--- src/rtl/aux_framer_pkg.sv ---
package aux_framer_pkg;
  localparam int ADDR_W = 20;
  localparam int BYTE_W = 8;

  // command nibbles (upper half of the first frame byte)
  localparam logic [3:0] CMD_NAT_WR = 4'h8;
  localparam logic [3:0] CMD_NAT_RD = 4'h9;
  localparam logic [3:0] CMD_I2C_WR = 4'h0;
  localparam logic [3:0] CMD_I2C_RD = 4'h1;
  localparam logic [3:0] CMD_MOT_BIT = 4'h4;

  typedef enum logic [2:0] {
    ST_IDLE,
    ST_WAIT,
    ST_HDR,
    ST_DATA,
    ST_GO
  } seq_state_t;
endpackage

--- src/rtl/aux_cmd_encode.sv ---
module aux_cmd_encode
  import aux_framer_pkg::*;
(
  input  logic       i2c_i,
  input  logic       write_i,
  input  logic       mot_i,
  output logic [3:0] cmd_o,
  output logic       is_write_o
);
  logic [3:0] base_cmd;

  always_comb begin
    unique case ({i2c_i, write_i})
      2'b01:   base_cmd = CMD_NAT_WR;
      2'b00:   base_cmd = CMD_NAT_RD;
      2'b11:   base_cmd = CMD_I2C_WR;
      default: base_cmd = CMD_I2C_RD;
    endcase
    // continuing variant exists only in the I2C family
    cmd_o = (i2c_i && mot_i) ? (base_cmd | CMD_MOT_BIT) : base_cmd;
  end

  // every write variant (native, I2C, I2C continuing) carries payload
  assign is_write_o = write_i;
endmodule

--- src/rtl/aux_hdr_builder.sv ---
module aux_hdr_builder
  import aux_framer_pkg::*;
#(
  parameter int LEN_W = 8,
  parameter int CNT_W = 5
) (
  input  logic [3:0]        cmd_i,
  input  logic [ADDR_W-1:0] addr_i,
  input  logic [LEN_W-1:0]  len_i,
  input  logic              is_write_i,
  input  logic [1:0]        idx_i,
  output logic [BYTE_W-1:0] byte_o,
  output logic [2:0]        hdr_n_o,
  output logic [CNT_W-1:0]  total_o
);
  localparam int SUM_W = LEN_W + 1;

  logic              len_nz;
  logic [SUM_W-1:0]  base_n;
  logic [SUM_W-1:0]  data_n;
  logic [SUM_W-1:0]  sum;

  assign len_nz  = (len_i != '0);
  assign hdr_n_o = len_nz ? 3'd4 : 3'd3;

  always_comb begin
    unique case (idx_i)
      2'd0:    byte_o = {cmd_i, addr_i[19:16]};
      2'd1:    byte_o = addr_i[15:8];
      2'd2:    byte_o = addr_i[7:0];
      default: byte_o = BYTE_W'(len_i - 1'b1);
    endcase
  end

  assign base_n  = SUM_W'(hdr_n_o);
  assign data_n  = is_write_i ? {1'b0, len_i} : '0;
  assign sum     = base_n + data_n;
  assign total_o = CNT_W'(sum);
endmodule

--- src/rtl/aux_frame_ctrl.sv ---
module aux_frame_ctrl
  import aux_framer_pkg::*;
#(
  parameter int LEN_W  = 8,
  parameter int CNT_W  = 5,
  parameter int MAX_WR = 16
) (
  input  logic              clk,
  input  logic              rst_n,
  input  logic              req_valid,
  output logic              req_ready,
  input  logic              req_i2c,
  input  logic              req_write,
  input  logic              req_mot,
  input  logic [ADDR_W-1:0] req_addr,
  input  logic [LEN_W-1:0]  req_len,
  output logic              lat_i2c,
  output logic              lat_write,
  output logic              lat_mot,
  output logic [ADDR_W-1:0] lat_addr,
  output logic [LEN_W-1:0]  lat_len,
  input  logic [BYTE_W-1:0] hdr_byte,
  input  logic [2:0]        hdr_n,
  input  logic [CNT_W-1:0]  total,
  output logic [1:0]        hdr_idx,
  input  logic              pay_valid,
  output logic              pay_ready,
  input  logic [BYTE_W-1:0] pay_data,
  output logic              tx_valid,
  input  logic              tx_ready,
  output logic [BYTE_W-1:0] tx_data,
  output logic [CNT_W-1:0]  tx_count,
  output logic              tx_go,
  input  logic              done_status,
  output logic              done_ack,
  output logic              req_err
);
  seq_state_t         state;
  logic [LEN_W-1:0]   dcnt;
  logic [CNT_W-1:0]   count_q;
  logic               err_q;
  logic               accept;
  logic               too_long;
  logic               hdr_last;
  logic               data_last;

  assign req_ready = (state == ST_IDLE);
  assign accept    = req_valid && req_ready;
  assign too_long  = req_write && ({1'b0, req_len} > (LEN_W+1)'(MAX_WR));
  assign hdr_last  = ({1'b0, hdr_idx} == (hdr_n - 3'd1));
  assign data_last = (dcnt == (lat_len - 1'b1));

  always_ff @(posedge clk or negedge rst_n) begin
    if (!rst_n) begin
      state     <= ST_IDLE;
      lat_i2c   <= 1'b0;
      lat_write <= 1'b0;
      lat_mot   <= 1'b0;
      lat_addr  <= '0;
      lat_len   <= '0;
      hdr_idx   <= 2'd0;
      dcnt      <= '0;
      count_q   <= '0;
      err_q     <= 1'b0;
    end else begin
      err_q <= 1'b0;
      unique case (state)
        ST_IDLE: begin
          if (accept) begin
            if (too_long) begin
              err_q <= 1'b1;
            end else begin
              lat_i2c   <= req_i2c;
              lat_write <= req_write;
              lat_mot   <= req_mot;
              lat_addr  <= req_addr;
              lat_len   <= req_len;
              state     <= ST_WAIT;
            end
          end
        end
        ST_WAIT: begin
          hdr_idx <= 2'd0;
          dcnt    <= '0;
          count_q <= total;
          if (!done_status) state <= ST_HDR;
        end
        ST_HDR: begin
          if (tx_ready) begin
            if (hdr_last) begin
              hdr_idx <= 2'd0;
              state   <= (lat_write && (lat_len != '0)) ? ST_DATA : ST_GO;
            end else begin
              hdr_idx <= hdr_idx + 2'd1;
            end
          end
        end
        ST_DATA: begin
          if (pay_valid && tx_ready) begin
            if (data_last) state <= ST_GO;
            else           dcnt  <= dcnt + 1'b1;
          end
        end
        default: state <= ST_IDLE;
      endcase
    end
  end

  assign done_ack  = (state == ST_WAIT) && done_status;
  assign tx_valid  = (state == ST_HDR) || ((state == ST_DATA) && pay_valid);
  assign tx_data   = (state == ST_DATA) ? pay_data : hdr_byte;
  assign pay_ready = (state == ST_DATA) && tx_ready;
  assign tx_go     = (state == ST_GO);
  assign tx_count  = count_q;
  assign req_err   = err_q;


  hold_byte_chk: assert property (@(posedge clk) disable iff (!rst_n)
    (tx_valid && !tx_ready) |=> (tx_valid && $stable(tx_data)));


  go_single_chk: assert property (@(posedge clk) disable iff (!rst_n)
    tx_go |=> !tx_go);


  ready_after_go_chk: assert property (@(posedge clk) disable iff (!rst_n)
    tx_go |=> req_ready);


  busy_after_accept_chk: assert property (@(posedge clk) disable iff (!rst_n)
    (accept && !too_long) |=> !req_ready);


  wait_quiet_chk: assert property (@(posedge clk) disable iff (!rst_n)
    done_ack |-> (!tx_valid && !tx_go));


  refuse_quiet_chk: assert property (@(posedge clk) disable iff (!rst_n)
    req_err |-> (req_ready && !tx_valid && !tx_go));


  len_byte_chk: assert property (@(posedge clk) disable iff (!rst_n)
    ((state == ST_HDR) && (hdr_idx == 2'd3)) |-> (lat_len != '0));


  read_no_pay_chk: assert property (@(posedge clk) disable iff (!rst_n)
    pay_ready |-> lat_write);


  count_range_chk: assert property (@(posedge clk) disable iff (!rst_n)
    tx_go |-> (count_q >= CNT_W'(hdr_n)));
endmodule

--- src/rtl/aux_req_framer.sv ---
module aux_req_framer
  import aux_framer_pkg::*;
#(
  parameter int LEN_W  = 8,
  parameter int MAX_WR = 16,
  localparam int CNT_W = $clog2(MAX_WR + 5)
) (
  input  logic              clk,
  input  logic              rst_n,
  input  logic              req_valid,
  output logic              req_ready,
  input  logic              req_i2c,
  input  logic              req_write,
  input  logic              req_mot,
  input  logic [19:0]       req_addr,
  input  logic [LEN_W-1:0]  req_len,
  input  logic              pay_valid,
  output logic              pay_ready,
  input  logic [7:0]        pay_data,
  output logic              tx_valid,
  input  logic              tx_ready,
  output logic [7:0]        tx_data,
  output logic [CNT_W-1:0]  tx_count,
  output logic              tx_go,
  input  logic              done_status,
  output logic              done_ack,
  output logic              req_err
);
  logic              lat_i2c;
  logic              lat_write;
  logic              lat_mot;
  logic [ADDR_W-1:0] lat_addr;
  logic [LEN_W-1:0]  lat_len;
  logic [3:0]        cmd;
  logic              is_write;
  logic [1:0]        hdr_idx;
  logic [BYTE_W-1:0] hdr_byte;
  logic [2:0]        hdr_n;
  logic [CNT_W-1:0]  total;

  aux_cmd_encode u_enc (
    .i2c_i      (lat_i2c),
    .write_i    (lat_write),
    .mot_i      (lat_mot),
    .cmd_o      (cmd),
    .is_write_o (is_write)
  );

  aux_hdr_builder #(.LEN_W(LEN_W), .CNT_W(CNT_W)) u_hdr (
    .cmd_i      (cmd),
    .addr_i     (lat_addr),
    .len_i      (lat_len),
    .is_write_i (is_write),
    .idx_i      (hdr_idx),
    .byte_o     (hdr_byte),
    .hdr_n_o    (hdr_n),
    .total_o    (total)
  );

  aux_frame_ctrl #(.LEN_W(LEN_W), .CNT_W(CNT_W), .MAX_WR(MAX_WR)) u_ctrl (
    .clk         (clk),
    .rst_n       (rst_n),
    .req_valid   (req_valid),
    .req_ready   (req_ready),
    .req_i2c     (req_i2c),
    .req_write   (req_write),
    .req_mot     (req_mot),
    .req_addr    (req_addr),
    .req_len     (req_len),
    .lat_i2c     (lat_i2c),
    .lat_write   (lat_write),
    .lat_mot     (lat_mot),
    .lat_addr    (lat_addr),
    .lat_len     (lat_len),
    .hdr_byte    (hdr_byte),
    .hdr_n       (hdr_n),
    .total       (total),
    .hdr_idx     (hdr_idx),
    .pay_valid   (pay_valid),
    .pay_ready   (pay_ready),
    .pay_data    (pay_data),
    .tx_valid    (tx_valid),
    .tx_ready    (tx_ready),
    .tx_data     (tx_data),
    .tx_count    (tx_count),
    .tx_go       (tx_go),
    .done_status (done_status),
    .done_ack    (done_ack),
    .req_err     (req_err)
  );
endmodule

--- config.mk ---
export PLATFORM = sky130hd
export DESIGN_NAME = aux_req_framer
export DESIGN_NICKNAME = d
export VERILOG_FILES = /design/src/rtl/aux_framer_pkg.sv /design/src/rtl/aux_cmd_encode.sv /design/src/rtl/aux_hdr_builder.sv /design/src/rtl/aux_frame_ctrl.sv /design/src/rtl/aux_req_framer.sv
export SDC_FILE = /design/constraint.sdc
export NUM_CORES = 1
export LEC_CHECK = 0
export BUFFER_PORTS_ARGS = -buffer_cell sky130_fd_sc_hd__buf_2
export CAP_MARGIN = 20
export CORE_ASPECT_RATIO = 1.75
export CORE_MARGIN = 2
export CORE_UTILIZATION = 55
export DETAILED_ROUTE_END_ITERATION = 7
export PLACE_DENSITY = 0.87
export SYNTH_ARGS = -nofsm -noshare
export SYNTH_HDL_FRONTEND = slang
export SYNTH_SLANG_ARGS = --single-unit
--- constraint.sdc ---
create_clock -name clk -period 4.4 [get_ports clk]
set_input_delay 0.44 -clock clk [delete_from_list [all_inputs] [get_ports clk]]
set_output_delay 0.44 -clock clk [all_outputs]
set_load 0.05 [all_outputs]
Word level (Yosys, flattened, before mapping)
Cells that the tools add are included.

Mux-type cells: 24. Eq/ne operators: 18. Bitwise operators: 1. Magnitude comparators: 1. Reduce and logical (&&, ||, !) cells: 19. Add/sub/neg operators: 5.

Operators by type and width (number): 3-bit two-way mux (10); 8-bit two-way mux (3); 8-bit one-hot mux with 3 select lines (1); 8-bit one-hot mux with 2 select lines (1); 3-bit one-hot mux with 4 select lines (1); 4-bit one-hot mux with 3 select lines (1); 2-bit != test, second input constant (5); 8-bit by 1-bit adder with 8-bit output, second input constant (1); 8-bit equality test (1); 8-bit by 5-bit > comparator with 1-bit output, second input constant (1); 1-bit logical AND (8); 8-bit nonzero test (1); 8-bit by 1-bit subtractor with 8-bit output, second input constant (1); 7-bit AND reduction (1); 3-bit by 2-bit equality test with 1-bit output, second input constant (2); 2-bit by 1-bit != test with 1-bit output, second input constant (3); 3-bit AND reduction (2); 3-bit by 5-bit adder with 5-bit output (1); 5-bit two-way mux (1); 2-bit by 1-bit equality test with 1-bit output, second input constant (2); 2-bit equality test, second input constant (2); 2-bit logical NOT (2); 2-bit two-way mux (2); 2-bit one-hot mux with 2 select lines (1); other kinds (11) (14).

Output and inout bits: 19. Input bits: 45. Register bits after elaboration: 50.

Longest topological paths before layout
Depth after elaboration: 7. Mapped depth: 11. Gate-level depth less buffers: 11.

By module
Synthesis repeated with hierarchy kept, for this count alone.

Cells, all modules: 310. Area total of the unflattened synthesis: 3245.6 um^2.

Modules (own cells, without submodules): aux_frame_ctrl (area an instance 2708.8 um^2, times used 1, seq. area each 1251.2 um^2, cells an instance 251); aux_hdr_builder (area an instance 504.2 um^2, times used 1, seq. area each 0.0 um^2, cells an instance 53); aux_cmd_encode (area an instance 32.5 um^2, times used 1, seq. area each 0.0 um^2, cells an instance 6).

Least setup slack after synthesis
OpenSTA, ideal clock, no wires.

Path type: register to register. From: reg u_ctrl.state[1]. To: reg u_ctrl.lat_addr[16]. Required time: 4.273 ns. Stages on the path, launching flop included: 6. Setup time: 0.127 ns. Data arrival time: 2.681 ns. Slack: 1.592 ns. Path through: dfrtp_1 > buf_2 > nor3_1 > nand3_1 > buf_1 > mux2_1.

Word-level cells in the longest chain between the ends: 3.

Ends and longest elaborated chain: start: declaration (line aux_frame_ctrl.sv:38) `seq_state_t state;`; start signal: assignment (line aux_frame_ctrl.sv:92) `state <= (lat_write && (lat_len != '0)) ? ST_DATA : ST_GO;`; 3-bit logical NOT * (line aux_frame_ctrl.sv:47) `assign req_ready = (state == ST_IDLE);`; net req_ready (line aux_req_framer.sv:11) `output logic req_ready,`; 1-bit logical AND (line aux_frame_ctrl.sv:48) `assign accept = req_valid && req_ready;`; 3-bit AND reduction (no line) *; end signal: assignment (line aux_frame_ctrl.sv:76) `lat_addr <= req_addr;`; end: declaration (line aux_frame_ctrl.sv:20) `output logic [ADDR_W-1:0] lat_addr,`.

Mark *: on every way through the listed nets, which the timed path passes. The rest lies on a longest branch. A chain may end at the register's enable or synchronous reset.

Worst setup path after layout
From: reg u_ctrl.lat_len[0]. To: out tx_data[4].

Word-level cells in the longest chain between the ends: 3.

Ends and longest elaborated chain: start: declaration (line aux_frame_ctrl.sv:21) `output logic [LEN_W-1:0] lat_len,`; start signal: assignment (line aux_frame_ctrl.sv:77) `lat_len <= req_len;`; 8-bit by 1-bit subtractor with 8-bit output (line aux_hdr_builder.sv:31) `default: byte_o = BYTE_W'(len_i - 1'b1);`; 8-bit one-hot mux with 3 select lines (line aux_hdr_builder.sv:27) `unique case (idx_i)`; 8-bit two-way mux (line aux_frame_ctrl.sv:111) `assign tx_data = (state == ST_DATA) ? pay_data : hdr_byte;`; end: declaration (line aux_req_framer.sv:22) `output logic [7:0] tx_data,`.

No other way between the ends.

==> impl_metrics.toml <==
[flow_run]
drv_cap = 0

[global_route]
track_usage_pct = 24.6
grt-ovfl-total = 0
grt_pass1_vias = 2499
grt_pass1_wl_um = 11200
antenna_found_initial = 0
grt_max_degree = 51

[synth]
synth_cell_type_count = 48
synth-seq-cells = 50
synth_common_cells = "50 x dfrtp_1, 33 x mux2_2, 23 x a21oi_1, 22 x nand2_1, 20 x o21ai_0"
synth_edf_count = 0
syn_inst = 291
synth.most_common_cell = "dfrtp_1"
yosys_warnings = 0
syn_nets = 346
synth_area_um2 = 2960
ys.flop_type = "dfrtp_1"
yosysSeqAreaShare_pct = 42.2
yosys.area.top_type = "dfrtp_1"
avgSynthCellArea_um2 = 10.2
synth.top_cell.area_share_pct = 42.2
synth-async-reset-ratio_pct = 100
ys_top_cells_by_area = "dfrtp_1 42%, mux2_2 13%, a21oi_1 3.9%"

[floorplan]
io-pin-count = 64
die_h_um = 101
die_area_um2 = 6020
start_util_pct = 56.9
core-area_um2 = 5210
die_w_um = 59.5
row_count = 35

[route]
drt_iter0_markers = 57
dr.pass1.iters = 5
wirelength_um = 6690
vias = 2419
final_antenna_net_count = 0
drc_errors = 0
wl_per_cell_um = 16.6
via_per_inst = 6.00

[clock_network]
postCtsSetupRepairBufs = 0
clk_latency_ps = 320
numCtsBuffers = 5
cts-root-buf = "clkbuf_8"
ctsResizeCount = 0
clk_pin_slew_worst_paths_ps = 100
clock-sinks = 50
cts_hold_buf = 0
ctsHtreeMaxLevel = 2
cts_buffer_depth = 2
cts_tree = "done"

[final_layout]
fin_nets = 402
seq_area_um2 = 1250
drive_above_1_share_pct = 32.2
num-fill-cells = 401
syn_to_final_growth_pct = 14.5
antenna_cells = 0
multi_input_area_um2 = 1600

[min_path]
hold_path_class = "in2async"

[timing]
hold_viol_final = 0
slew_violations = 0
slew_headroom_pct = 45.2
post-route-period-util_pct = 64.6
layout_min_cycle_time_ps = 2840
fmax_mhz = 352
skew_ps = 8.94
worst_slack_ps = 1560
rsz0062_at_grt = "no"
final-setup-viol-count = 0
fin_tns_setup_ps = 0
tightest_slew_ps = 816

[placement]
portBuffers = 63
dp_hpwl_um = 5160
preCtsSetupSlack_ps = 1580
gp_congestion = 0.931

[critical_path]
worstPathArrival_ps = 2400
critPathKind = "reg2out"
cp.required_ps = 3960
end_kind = "output pin"
path_max_fanout = 6
r2r_end = "u_ctrl.tx_count[4]"
r2r_start = "u_ctrl.lat_len[3]"
reg2reg_depth = 9
worstSetupStartpointType = "flip-flop"
r2r_slack_ps = 1560

[pwr]
combPwrFrac_pct = 12.2
vdd_drop_max_v = 0.000338
p_clk_share_pct = 32.5
p_leak_nw = 1.69
swShare_pct = 28.6
p_switching_mw = 0.258
internal-power_mw = 0.645
sequentialPowerShare_pct = 55.3
power_density_nw_per_um2 = 266

[outcome]
outcome = "completed"
==> layer usage <==
layer	up-vias	GRT usage (%)	wire length (um)
met5	-	0	0
met4	0	13.2	268
met3	25	2.95	245
met2	77	44.8	3810
met1	1162	26.6	2370
li1	1155	-	-
==> placed cells by master, fill, tap and decap left out, types with 3 or more instances in the layout <==
cell / Yosys / routed
mux2_2: 33 / 33
mux2_1: 3 / 3
dfrtp_1: 50 / 50
nor3b_1: 5 / 5
xor2_1: 5 / 5
nor3_1: 6 / 6
o21ai_0: 20 / 20
a222oi_1: 4 / 4
nand2_1: 22 / 22
inv_1: 10 / 10
nor2b_1: 5 / 5
nor2_1: 16 / 16
nand2b_1: 5 / 5
ha_1: 9 / 9
buf_2: 4 / 63
clkbuf_8: 0 / 5
and2_1: 3 / 3
a22oi_1: 3 / 3
xnor2_1: 10 / 10
or3_1: 5 / 5
a21oi_1: 23 / 23
and3_1: 4 / 4
nand4_1: 4 / 4
==> sequential cells by signal, indices dropped and copies added, names as in the netlist <==
register          cells
u_ctrl.tx_count       5
u_ctrl.lat_len        8
u_ctrl.req_err        1
u_ctrl.dcnt           8
u_ctrl.lat_addr      20
u_ctrl.hdr_idx        2
u_ctrl.lat_write      1
u_ctrl.lat_i2c        1
u_ctrl.state          3
u_ctrl.lat_mot        1
==> worst max-delay path, stage by stage, from the launching register on <==
cell     delay (ps)
dfrtp_1         490
inv_1           170
ha_1            290
nor3b_1         380
xnor2_1         110
nand2_1          70
o21ai_0         110
a21oi_1         170
buf_2           280
==> per-stage QoR <==
stage               power, mW  hold slack (ps)  cells  cell area [um2]  utilization [%]
finish                  0.904             65.7    403             3390             65.1
global route            0.944             96.5    403             3390             65.1
CTS                     0.907              331    402             3370             64.7
detailed placement      0.618              462    394             3280             62.9
global placement        0.615              463    394             3280             62.9
floorplan               0.569              144    291             2960                -
==> worst max path at each step <==
stage,start,end,slack (ps),cells past startpoint
floorplan,u_ctrl.state[1],u_ctrl.lat_addr[16],1590,5
CTS,u_ctrl.lat_len[3],u_ctrl.tx_count[4],1550,9
global placement,u_ctrl.lat_len[3],u_ctrl.tx_count[4],1690,9
finish,u_ctrl.lat_len[0],tx_data[4],1560,8
global route,u_ctrl.lat_len[0],tx_data[4],1290,8
detailed placement,u_ctrl.lat_len[3],u_ctrl.tx_count[4],1580,9
==> layout make-up <==
| cell class | instances | share of cell area [%] |
|---|---|---|
| multi-input combinational | 215 | 47.0 |
| tap | 55 | 2.03 |
| clock inverter | 3 | 0.848 |
| clock buffer | 5 | 2.03 |
| sequential | 50 | 36.9 |
| inverter | 10 | 1.11 |
| timing repair buffer | 65 | 10.1 |
==> cells by family after synthesis <==
kind of cell	after synthesis	share of synthesized area (%)
AO/OA/AOI/OAI	67	14.1
XOR/XNOR	17	6.04
adder cells (fa/ha/maj)	10	4.47
buffers and inverters	26	3.97
flip-flops	50	42.2
multiplexers	36	13.7
AND/OR/NAND/NOR	85	15.5
==> power groups by stage <==
stage                     Sequential (mW)  Combinational [mW]  Clock, mW
after floorplan                     0.502              0.0670          0
after global placement              0.508               0.106          0
after detailed placement            0.509               0.109          0
after CTS                           0.500               0.110      0.298
after global routing                0.503               0.125      0.317
final                               0.500               0.110      0.293
(Power assumes the default switching activity.)
